File: src/rtl/e1ts_pkg.sv
package e1ts_pkg;
  typedef enum logic [1:0] {
    SRC_BP   = 2'd0,
    SRC_CODE = 2'd1,
    SRC_RX   = 2'd2
  } src_e;
endpackage

File: src/rtl/e1ts_timing.sv
module e1ts_timing #(
  parameter int NCH       = 32,
  parameter int SLOT_BITS = 8,
  parameter int CHW       = $clog2(NCH),
  parameter int BW        = $clog2(SLOT_BITS)
) (
  input  logic           clk,
  input  logic           rst,
  input  logic           fsync,
  output logic [CHW-1:0] ch_idx,
  output logic [BW-1:0]  bit_idx,
  output logic           slot_start
);
  localparam int FRAME = NCH * SLOT_BITS;
  localparam int PW    = CHW + BW;
  localparam logic [PW-1:0] LAST = PW'(FRAME - 1);

  logic [PW-1:0] cnt_q, pos;

  always_comb begin
    if (fsync)              pos = '0;
    else if (cnt_q == LAST) pos = '0;
    else                    pos = cnt_q + 1'b1;
  end

  always_ff @(posedge clk) begin
    if (rst) cnt_q <= LAST;
    else     cnt_q <= pos;
  end

  assign ch_idx     = pos[PW-1:BW];
  assign bit_idx    = pos[BW-1:0];
  assign slot_start = (bit_idx == '0);

  // one cycle after a sync pulse the position is bit 1 of channel 1
  a_r7_after_sync: assert property (@(posedge clk) disable iff (rst)
    ($past(fsync) && !$past(rst) && !fsync) |-> (ch_idx == '0 && bit_idx == BW'(1)));
endmodule

File: src/rtl/e1ts_regfile.sv
module e1ts_regfile #(
  parameter int NCH = 32,
  parameter int DW  = 8,
  parameter int CHW = $clog2(NCH),
  parameter int AW  = CHW + 1
) (
  input  logic           clk,
  input  logic           rst,
  input  logic           wr_en,
  input  logic [AW-1:0]  wr_addr,
  input  logic [DW-1:0]  wr_data,
  input  logic [CHW-1:0] rd_ch,
  output logic [NCH-1:0] sel_map,
  output logic [NCH-1:0] en_map,
  output logic [DW-1:0]  idle_code,
  output logic           loop_mode,
  output logic [DW-1:0]  code_rd
);
  localparam int NB        = NCH / DW;
  localparam int EN_BASE   = NB;
  localparam int IDLE_ADDR = 2 * NB;
  localparam int MODE_ADDR = 2 * NB + 1;

  logic [DW-1:0] sel_b [NB];
  logic [DW-1:0] en_b  [NB];
  logic [DW-1:0] idle_q;
  logic          mode_q;
  logic [DW-1:0] code_mem [NCH];

  wire code_hit = wr_en && wr_addr[AW-1];

  always_ff @(posedge clk) begin
    if (rst) begin
      for (int i = 0; i < NB; i++) begin
        sel_b[i] <= '0;
        en_b[i]  <= '0;
      end
      idle_q <= '0;
      mode_q <= 1'b0;
    end else if (wr_en && !wr_addr[AW-1]) begin
      for (int i = 0; i < NB; i++) begin
        if (wr_addr == AW'(i))           sel_b[i] <= wr_data;
        if (wr_addr == AW'(EN_BASE + i)) en_b[i]  <= wr_data;
      end
      if (wr_addr == AW'(IDLE_ADDR)) idle_q <= wr_data;
      if (wr_addr == AW'(MODE_ADDR)) mode_q <= wr_data[0];
    end
  end

  // code bank: plain write port, asynchronous read, no reset
  always_ff @(posedge clk) begin
    if (code_hit) code_mem[wr_addr[CHW-1:0]] <= wr_data;
  end

  assign code_rd = code_mem[rd_ch];

  for (genvar g = 0; g < NB; g++) begin : g_lane
    assign sel_map[g*DW +: DW] = sel_b[g];
    assign en_map[g*DW +: DW]  = en_b[g];
  end

  assign idle_code = idle_q;
  assign loop_mode = mode_q;

  // a write to select byte 0 shows up on channels 1..8 next cycle
  a_r2_sel_lane0: assert property (@(posedge clk) disable iff (rst)
    (wr_en && wr_addr == '0) |=> (sel_map[DW-1:0] == $past(wr_data)));
endmodule

File: src/rtl/e1ts_select.sv
module e1ts_select
  import e1ts_pkg::*;
#(
  parameter int NCH = 32,
  parameter int DW  = 8,
  parameter int CHW = $clog2(NCH),
  parameter int BW  = $clog2(DW)
) (
  input  logic           clk,
  input  logic           rst,
  input  logic           slot_start,
  input  logic [CHW-1:0] ch_idx,
  input  logic [BW-1:0]  bit_idx,
  input  logic [NCH-1:0] sel_map,
  input  logic [NCH-1:0] en_map,
  input  logic [DW-1:0]  idle_code,
  input  logic           loop_mode,
  input  logic [DW-1:0]  code_rd,
  input  logic           bp_ser,
  input  logic           rx_ser,
  output logic           tx_ser
);
  localparam logic [BW-1:0] TOP_BIT = BW'(DW - 1);

  src_e          live_src, sh_src, src_eff;
  logic [DW-1:0] live_code, sh_code, code_eff;
  logic          tx_d, tx_q;

  always_comb begin
    live_code = idle_code;
    if (en_map[ch_idx]) begin
      live_src  = SRC_CODE;
      live_code = code_rd;
    end else if (sel_map[ch_idx]) begin
      live_src = loop_mode ? SRC_RX : SRC_CODE;
    end else begin
      live_src = SRC_BP;
    end
  end

  assign src_eff  = slot_start ? live_src  : sh_src;
  assign code_eff = slot_start ? live_code : sh_code;

  always_comb begin
    case (src_eff)
      SRC_CODE: tx_d = code_eff[TOP_BIT - bit_idx];
      SRC_RX:   tx_d = rx_ser;
      default:  tx_d = bp_ser;
    endcase
  end

  always_ff @(posedge clk) begin
    if (rst) begin
      sh_src  <= SRC_BP;
      sh_code <= '0;
      tx_q    <= 1'b0;
    end else begin
      if (slot_start) begin
        sh_src  <= live_src;
        sh_code <= live_code;
      end
      tx_q <= tx_d;
    end
  end

  assign tx_ser = tx_q;

  // reset clears the line output
  a_r1_reset_quiet: assert property (@(posedge clk) rst |=> (tx_q == 1'b0));
  // backplane bits come out one clock later
  a_r9_bp_latency: assert property (@(posedge clk) disable iff (rst)
    (src_eff == SRC_BP) |=> (tx_q == $past(bp_ser)));
  // looped-back bits come out one clock later
  a_r4_rx_latency: assert property (@(posedge clk) disable iff (rst)
    (src_eff == SRC_RX) |=> (tx_q == $past(rx_ser)));
  // source does not change inside a timeslot
  a_r8_src_hold: assert property (@(posedge clk) disable iff (rst)
    (!slot_start && !$past(rst)) |-> (src_eff == $past(src_eff)));
endmodule

File: src/rtl/e1_ts_insert.sv
module e1_ts_insert #(
  parameter int NCH       = 32,
  parameter int SLOT_BITS = 8,
  parameter int ADDR_W    = $clog2(NCH) + 1
) (
  input  logic                 clk,
  input  logic                 rst,
  input  logic                 fsync,
  input  logic                 bp_ser,
  input  logic                 rx_ser,
  input  logic                 wr_en,
  input  logic [ADDR_W-1:0]    wr_addr,
  input  logic [SLOT_BITS-1:0] wr_data,
  output logic                 tx_ser
);
  localparam int CHW = $clog2(NCH);
  localparam int BW  = $clog2(SLOT_BITS);

  logic [CHW-1:0]       ch_idx;
  logic [BW-1:0]        bit_idx;
  logic                 slot_start;
  logic [NCH-1:0]       sel_map, en_map;
  logic [SLOT_BITS-1:0] idle_code, code_rd;
  logic                 loop_mode;

  e1ts_timing #(.NCH(NCH), .SLOT_BITS(SLOT_BITS)) timing_i (
    .clk(clk), .rst(rst), .fsync(fsync),
    .ch_idx(ch_idx), .bit_idx(bit_idx), .slot_start(slot_start)
  );

  e1ts_regfile #(.NCH(NCH), .DW(SLOT_BITS), .AW(ADDR_W)) regs_i (
    .clk(clk), .rst(rst), .wr_en(wr_en), .wr_addr(wr_addr), .wr_data(wr_data),
    .rd_ch(ch_idx), .sel_map(sel_map), .en_map(en_map),
    .idle_code(idle_code), .loop_mode(loop_mode), .code_rd(code_rd)
  );

  e1ts_select #(.NCH(NCH), .DW(SLOT_BITS)) sel_i (
    .clk(clk), .rst(rst), .slot_start(slot_start), .ch_idx(ch_idx), .bit_idx(bit_idx),
    .sel_map(sel_map), .en_map(en_map), .idle_code(idle_code), .loop_mode(loop_mode),
    .code_rd(code_rd), .bp_ser(bp_ser), .rx_ser(rx_ser), .tx_ser(tx_ser)
  );
endmodule

File: config.mk
export PLATFORM = sky130hd
export DESIGN_NAME = e1_ts_insert
export DESIGN_NICKNAME = d
export VERILOG_FILES = /design/src/rtl/e1ts_pkg.sv /design/src/rtl/e1ts_timing.sv /design/src/rtl/e1ts_regfile.sv /design/src/rtl/e1ts_select.sv /design/src/rtl/e1_ts_insert.sv
export SDC_FILE = /design/constraint.sdc
export NUM_CORES = 1
export LEC_CHECK = 0
export BUFFER_PORTS_ARGS = -buffer_cell sky130_fd_sc_hd__buf_2
export CAP_MARGIN = 15
export CORE_ASPECT_RATIO = 1.4
export CORE_MARGIN = 2
export CORE_UTILIZATION = 63
export CTS_CLUSTER_DIAMETER = 150
export DETAILED_ROUTE_END_ITERATION = 7
export PLACE_DENSITY = 0.8
export SYNTH_ARGS = -nofsm -noshare
export SYNTH_HDL_FRONTEND = slang
export SYNTH_SLANG_ARGS = --single-unit
File: constraint.sdc
create_clock -name clk -period 5.1 [get_ports clk]
set_clock_uncertainty 0.2 [all_clocks]
set_input_delay 1.53 -clock clk [delete_from_list [all_inputs] [get_ports clk]]
set_output_delay 1.53 -clock clk [all_outputs]
set_load 0.1 [all_outputs]
# Yosys cells after proc, flatten, opt, wreduce, memory -nomap -nowiden

Memory sizes are Yosys's and may differ from the RTL's.
Cells that the tools add are included.

Register bits after elaboration: 28
Memory bits (writable): 320
Output and inout port bits: 1
Memories kept: 3

Memory list:

| memory          | words | width | read ports | clocked after memory_dff | write ports | line               | RTL |
|---|---|---|---|---|---|---|---|
| regs_i.code_mem | 32    | 8     | 1          | 0                        | 1           | e1ts_regfile.sv:28 | `logic [DW-1:0] code_mem [NCH];` |
| regs_i.en_b     | 4     | 8     | 4          | 0                        | 4           | e1ts_regfile.sv:25 | `logic [DW-1:0] en_b [NB];` |
| regs_i.sel_b    | 4     | 8     | 4          | 0                        | 4           | e1ts_regfile.sv:24 | `logic [DW-1:0] sel_b [NB];` |

$add $sub $neg: 2
Order comparisons: 2
Eq/ne operators: 12
Muxes and demuxes: 59
Bitwise logic cells: 8
Reductions and logical operators: 7

Operators with widths:

| kind                                                       | number |
|---|---|
| two-way mux 8 bit                                          | 12 |
| two-way mux 1 bit                                          | 39 |
| equality test 6 x 3 -> 1 bit, second input constant        | 4 |
| equality test 6 x 2 -> 1 bit, second input constant        | 2 |
| equality test 6 x 4 -> 1 bit, second input constant        | 2 |
| binary-select mux 1 bit (select 5 bit)                     | 2 |
| adder 8 x 1 -> 8 bit, second input constant                | 1 |
| equality test 8 bit, second input constant                 | 1 |
| two-way mux 2 bit                                          | 4 |
| OR 1 bit                                                   | 8 |
| equality test 6 x 1 -> 1 bit, second input constant        | 1 |
| zero test 6 bit                                            | 1 |
| less-than comparator 5 x 6 -> 1 bit, second input constant | 1 |
| less-than comparator 3 x 4 -> 1 bit, second input constant | 1 |
| AND reduction 2 bit                                        | 2 |
| binary-select mux 1 bit (select 3 bit)                     | 1 |
| zero test 3 bit                                            | 1 |
| subtractor 3 bit, first input constant                     | 1 |
| equality test 2 x 1 -> 1 bit, second input constant        | 1 |
| equality test 2 bit, second input constant                 | 1 |
| logical AND 1 bit                                          | 2 |
| case mux 1 bit (2 select lines)                            | 1 |
| zero test 1 bit                                            | 1 |

# Depth between registers and ports, before layout

Depth after elaboration: 10
Gate-level depth with buffers: 21

# By module

Synthesis repeated with hierarchy kept, for this count alone.

Cells, all modules: 782
Area total of the unflattened synthesis: 14348.8 µm²

By module, submodules not included:

| module       | instances | cells each | area an instance (µm²) | sequential area each (µm²) |
|---|---|---|---|---|
| e1ts_regfile | 1         | 614        | 12751.0                | 9789.4 |
| e1ts_select  | 1         | 118        | 1186.1                 | 220.2 |
| e1ts_timing  | 1         | 50         | 411.6                  | 160.2 |

# Worst setup path before layout

Ideal clock, no wire load.

Kind: input port to flip-flop
Start point: input port fsync
End point: register sel_i.tx_q, in the netlist sel_i.tx_ser
Setup time: 0.119 ns
Arrival: 4.351 ns
Data required time: 4.781 ns
Slack: 0.430 ns
Stages on the path: 18
Cell sequence: clkbuf_1 -> inv_1 -> o21ai_2 -> nor2_4 -> buf_4 -> buf_4 -> mux2i_1 -> mux2i_1 -> mux2i_1 -> mux2i_1 -> o211ai_1 -> o21ai_0 -> ha_1 -> a21oi_1 -> nand3_1 -> and2_1 -> o21ai_1 -> o21ai_1

Longest elaborated chain between the ends: 8
Elaborated cells between the ends (all ways): 18
Classes of those cells: 1 x add/sub; 2 x eq/ne; 13 x mux; 1 x reduce/logical; 1 x memory

RTL lines:

| item                                                                        | line                                 | RTL |
|---|---|---|
| from (decl)                                                                 | e1_ts_insert.sv:8                    | `input logic fsync,` |
| two-way mux 8 bit *                                                         | e1ts_timing.sv:21                    | `if (fsync) pos = '0;` |
| binary-select mux 1 bit (select 5 bit) (on tied branches)                   | e1ts_select.sv:31, e1ts_select.sv:34 |  |
| two-way mux 1 bit (on tied branches)                                        | e1ts_select.sv:31, e1ts_select.sv:34 |  |
| two-way mux 8 bit or two-way mux 2 bit (tied branches)                      | e1ts_select.sv:31, e1ts_select.sv:34 |  |
| two-way mux 8 bit or two-way mux 2 bit (tied branches)                      | -                                    |  |
| binary-select mux 1 bit (select 3 bit) or two-way mux 2 bit (tied branches) | -                                    |  |
| two-way mux 1 bit (not written as such) (tied with other cells)             | e1ts_select.sv:46                    | `SRC_CODE: tx_d = code_eff[TOP_BIT - bit_idx];` |
| case mux 1 bit (2 select lines) *                                           | e1ts_select.sv:45                    | `case (src_eff)` |
| to (signal assigned)                                                        | e1ts_select.sv:62                    | `tx_q <= tx_d;` |
| to (decl)                                                                   | e1ts_select.sv:27                    | `logic tx_d, tx_q;` |

Every way passes the cells marked *; elsewhere a longest branch is shown, timed or not. The select of a mux whose other input is x is not followed.
A chain may end at the register's enable or synchronous reset.

# Worst setup path after layout

Start point: register timing_i.cnt_q[0]
End point: register sel_i.tx_q, in the netlist sel_i.tx_ser

Longest elaborated chain between the ends: 10
Elaborated cells between the ends (all ways): 21
Classes of those cells: 2 x add/sub; 3 x eq/ne; 14 x mux; 1 x reduce/logical; 1 x memory

RTL lines:

| item                                                                        | line                                 | RTL |
|---|---|---|
| from (decl)                                                                 | e1ts_timing.sv:18                    | `logic [PW-1:0] cnt_q, pos;` |
| from (signal assigned)                                                      | e1ts_timing.sv:28                    | `else cnt_q <= pos;` |
| adder 8 x 1 -> 8 bit or equality test 8 bit (tied branches)                 | e1ts_timing.sv:23, e1ts_timing.sv:22 |  |
| two-way mux 8 bit *                                                         | e1ts_timing.sv:22                    | `else if (cnt_q == LAST) pos = '0;` |
| two-way mux 8 bit *                                                         | e1ts_timing.sv:21                    |  |
| binary-select mux 1 bit (select 5 bit) (on tied branches)                   | e1ts_select.sv:31, e1ts_select.sv:34 |  |
| two-way mux 1 bit (on tied branches)                                        | e1ts_select.sv:31, e1ts_select.sv:34 |  |
| two-way mux 8 bit or two-way mux 2 bit (tied branches)                      | e1ts_select.sv:31, e1ts_select.sv:34 |  |
| two-way mux 8 bit or two-way mux 2 bit (tied branches)                      | -                                    |  |
| binary-select mux 1 bit (select 3 bit) or two-way mux 2 bit (tied branches) | -                                    |  |
| two-way mux 1 bit (not written as such) (tied with other cells)             | e1ts_select.sv:46                    |  |
| case mux 1 bit (2 select lines) *                                           | e1ts_select.sv:45                    |  |

Marks and branches as above.

==> impl_metrics.toml <==
[floorplanning]
die_footprint_um2 = 25100
design.portCount = 21
chipHeight_um = 187
core_region_area_um2 = 23300
placementRows = 66
die_x_um = 134
floorplan.initialDensity_pct = 64.5

[setup_path]
worstSetupEndpoint = "sel_i.tx_ser"
cp_data_arrival_time_ns = 4.75
timing.reg2reg.setup_slack_ns = 0.62
critPathMaxFanout = 31
reg2reg_to = "sel_i.tx_ser"
timing.critical_path.to_type = "flip-flop"
regToRegStartpoint = "timing_i.cnt_q[0]"
rr_worst_depth = 16
timing.critical_path.from_type = "flip-flop"
critical_path_source = "timing_i.cnt_q[0]"
critPathKind = "reg2reg"
critical_path_required_ns = 5.36

[grt]
number_of_antenna_violations_at_the_first_check_in_global_routing = 0
vias_in_the_first_global_route = 9445
grtUsageTotal_pct = 28.3
sum_of_overflow_across_all_layers_after_global_routing = 0
grt_first_pass_wirelength_um = 53400
grt_max_degree = 97

[cts]
clkLatencyLatePin_ns = 0.58
post_cts_resized = 0
cts_root_buf = "sky130_fd_sc_hd__clkbuf_16"
cts_max_path_buffers = 3
ctsHtreeMaxLevel = 1
cts_hold_repair.buffers = 0
path_clk_slew_ns = 0.07
cts_inserted_buffers = 30
cts_num_sinks = 347
cts_post_setup_buffers_inserted = 0
tritoncts = "done"

[power]
power_leakage_nw = 5.60
power.ir.vdd_worst_v = 0.000351
power.total_mw = 6.14
p_per_area_nw_per_um2 = 377

[layout]
postLayoutCoreUtil_pct = 69.9
layout.cell_area.non_filler_um2 = 16300
layout_cells_sized_above_1_pct = 11.2
filler_cell_count = 1618
final_stage_net_count = 1174
seqCellArea_um2 = 10100
multiInputGateArea_um2 = 4480
diodes = 0
syn2layout_area_growth_pct = 8.41

[timing]
finalHoldViolCount = 0
number_of_endpoints_failing_setup_at_the_final_stage = 0
final_min_period_over_clock_period_pct = 87.9
layout_setup_ws_ns = 0.617
rsz0062_at_grt = "no"
timing_worst_slew_pin_value_ns = 0.925
period_needed_ns = 4.48
timing_max_transition_violations_final = 0
max_freq_ghz = 0.223
max_slew_margin_pct = 38.4
final.setup.tns_ns = 0

[synthesis]
cell_variety_after_synth = 71
synth_enable_flop_cells = 320
netlist.area_leader.share_pct = 64.0
synth_fp_nets = 1160
syn-instance-count = 1137
yosys-top-cells-area = "sky130_fd_sc_hd__edfxtp_1, sky130_fd_sc_hd__nand2_1, sky130_fd_sc_hd__dfxtp_1"
post_synthesis_cell_area_um2 = 15000
commonest_register_cell_after_synthesis = "sky130_fd_sc_hd__edfxtp_1"
yosys.cell_count.top_type = "sky130_fd_sc_hd__edfxtp_1"
synth.yosys.warnings = 0
mean_syn_cell_area_um2 = 13.2
asyncSetResetFlopFracSynth_pct = 0
synthDominantAreaCellType = "sky130_fd_sc_hd__edfxtp_1"
seq_area_frac_synth_pct = 67.6
synth_commonest_cells = "sky130_fd_sc_hd__edfxtp_1, sky130_fd_sc_hd__nand2_1, sky130_fd_sc_hd__nand3_1"
number_of_flip_flops_and_latches_in_the_synthesized_netlist = 347

[drt]
routed_via_density = 6.45
drt-wirelength-per-cell_um = 23.9
total_wirelength_um = 35400
detail_route.iter0.violations = 962
routed-via-count = 9533
firstDrtPassIters = 5
final_antenna_violating_net_count = 0
detail_route.drc_violations = 0

[place]
detailedPlacementHpwl_um = 21500
place.port_buffers = 20
gpl.final_weighted_congestion = 0.853
placed_area_um2 = 15400
pre_cts_ws_ns = 0.115

[hold_path]
min-delay-path-class = "reg2reg"

[run]
max_cap_viol_count = 0

[status]
run_status = "completed"
==> cells by family after synthesis <==
family,after synthesis,synth area share (%)
AND/OR/NAND/NOR,509,16.2
flip-flops,347,67.6
buffers and inverters,69,2.63
adder cells (fa/ha/maj),3,0.250
multiplexers,79,7.03
XOR/XNOR,6,0.450
AO/OA/AOI/OAI,124,5.86
==> cell type report <==
type | count | area share (%)
repair buffers | 45 | 2.08
inverters | 6 | 0.138
flip-flops and latches | 347 | 62.4
well taps | 306 | 2.35
clock inverters | 15 | 0.730
clock buffers | 38 | 4.80
multi-input cells | 721 | 27.5
==> flip-flops by register name (all words and copies together) (netlist names) <==
| name | cells |
|---|---|
| regs_i.code_mem | 256 |
| regs_i.en_b | 32 |
| regs_i.sel_b | 32 |
| regs_i.idle_code | 8 |
| timing_i.cnt_q | 8 |
| sel_i.sh_code | 7 |
| sel_i.sh_src | 2 |
| regs_i.loop_mode | 1 |
| sel_i.tx_ser | 1 |
==> cells in the final DEF (no fill, tap or decap), drive strengths merged, types with 10 or more instances in the layout <==
cell type | netlist | final
edfxtp | 320 | 320
nand2 | 201 | 201
nand3 | 95 | 95
nor2 | 74 | 74
and2 | 67 | 67
mux2i | 55 | 55
buf | 40 | 45
clkbuf | 23 | 38
dfxtp | 27 | 27
a21oi | 26 | 26
o21ai | 19 | 19
and3 | 18 | 18
mux4 | 18 | 18
a31oi | 16 | 16
nand4 | 14 | 14
clkinv | 0 | 13
a211oi | 12 | 12
a311oi | 10 | 10
==> per-layer routing <==
layer	vias to the layer above	GRT usage [%]	part of all wire [%]
met2	542	48.5	51
met3	96	3.80	8.8
met1	4647	36.7	37
met4	0	11.6	3.8
met5	-	0	0
li1	4248	-	-
==> report_power, final <==
group	switching, mW	internal, mW
logic	0.547	0.286
clock network	0.974	1.13
registers	0.0340	3.17
==> how the worst min path moves through the flow <==
stage                                 from                to  slack [ns]  cells past startpoint
after CTS                 sel_i.sh_code[3]  sel_i.sh_code[3]        0.25                      2
after detailed placement  sel_i.sh_code[3]  sel_i.sh_code[3]        0.25                      2
after floorplan           sel_i.sh_code[1]  sel_i.sh_code[1]        0.23                      2
after global routing      sel_i.sh_code[3]  sel_i.sh_code[3]        0.27                      2
final                     sel_i.sh_code[3]  sel_i.sh_code[3]        0.25                      2
after global placement    sel_i.sh_code[3]  sel_i.sh_code[3]        0.24                      2
==> critical path: stages (launching register included) <==
cell	delay (ns)
sky130_fd_sc_hd__dfxtp_1	0.55
sky130_fd_sc_hd__ha_1	0.30
sky130_fd_sc_hd__and3_1	0.44
sky130_fd_sc_hd__mux2_4	0.52
sky130_fd_sc_hd__mux2i_1	0.18
sky130_fd_sc_hd__mux2i_1	0.19
sky130_fd_sc_hd__mux2i_1	0.09
sky130_fd_sc_hd__mux2i_1	0.21
sky130_fd_sc_hd__mux2i_1	0.19
sky130_fd_sc_hd__o211ai_1	0.22
sky130_fd_sc_hd__o21ai_0	0.18
sky130_fd_sc_hd__ha_1	0.35
sky130_fd_sc_hd__a21oi_1	0.22
sky130_fd_sc_hd__nand3_1	0.13
sky130_fd_sc_hd__and2_1	0.19
sky130_fd_sc_hd__o21ai_1	0.12
sky130_fd_sc_hd__o21ai_1	0.08
==> stage by stage <==
step	instances	hold slack, ns
6_report	1478	0.254
5_1_grt	1478	0.269
4_1_cts	1478	0.254
3_5_place_dp	1425	0.247
3_3_place_gp	1425	0.242
2_1_floorplan	1137	0.231
Power figures use the tool's default switching activity.
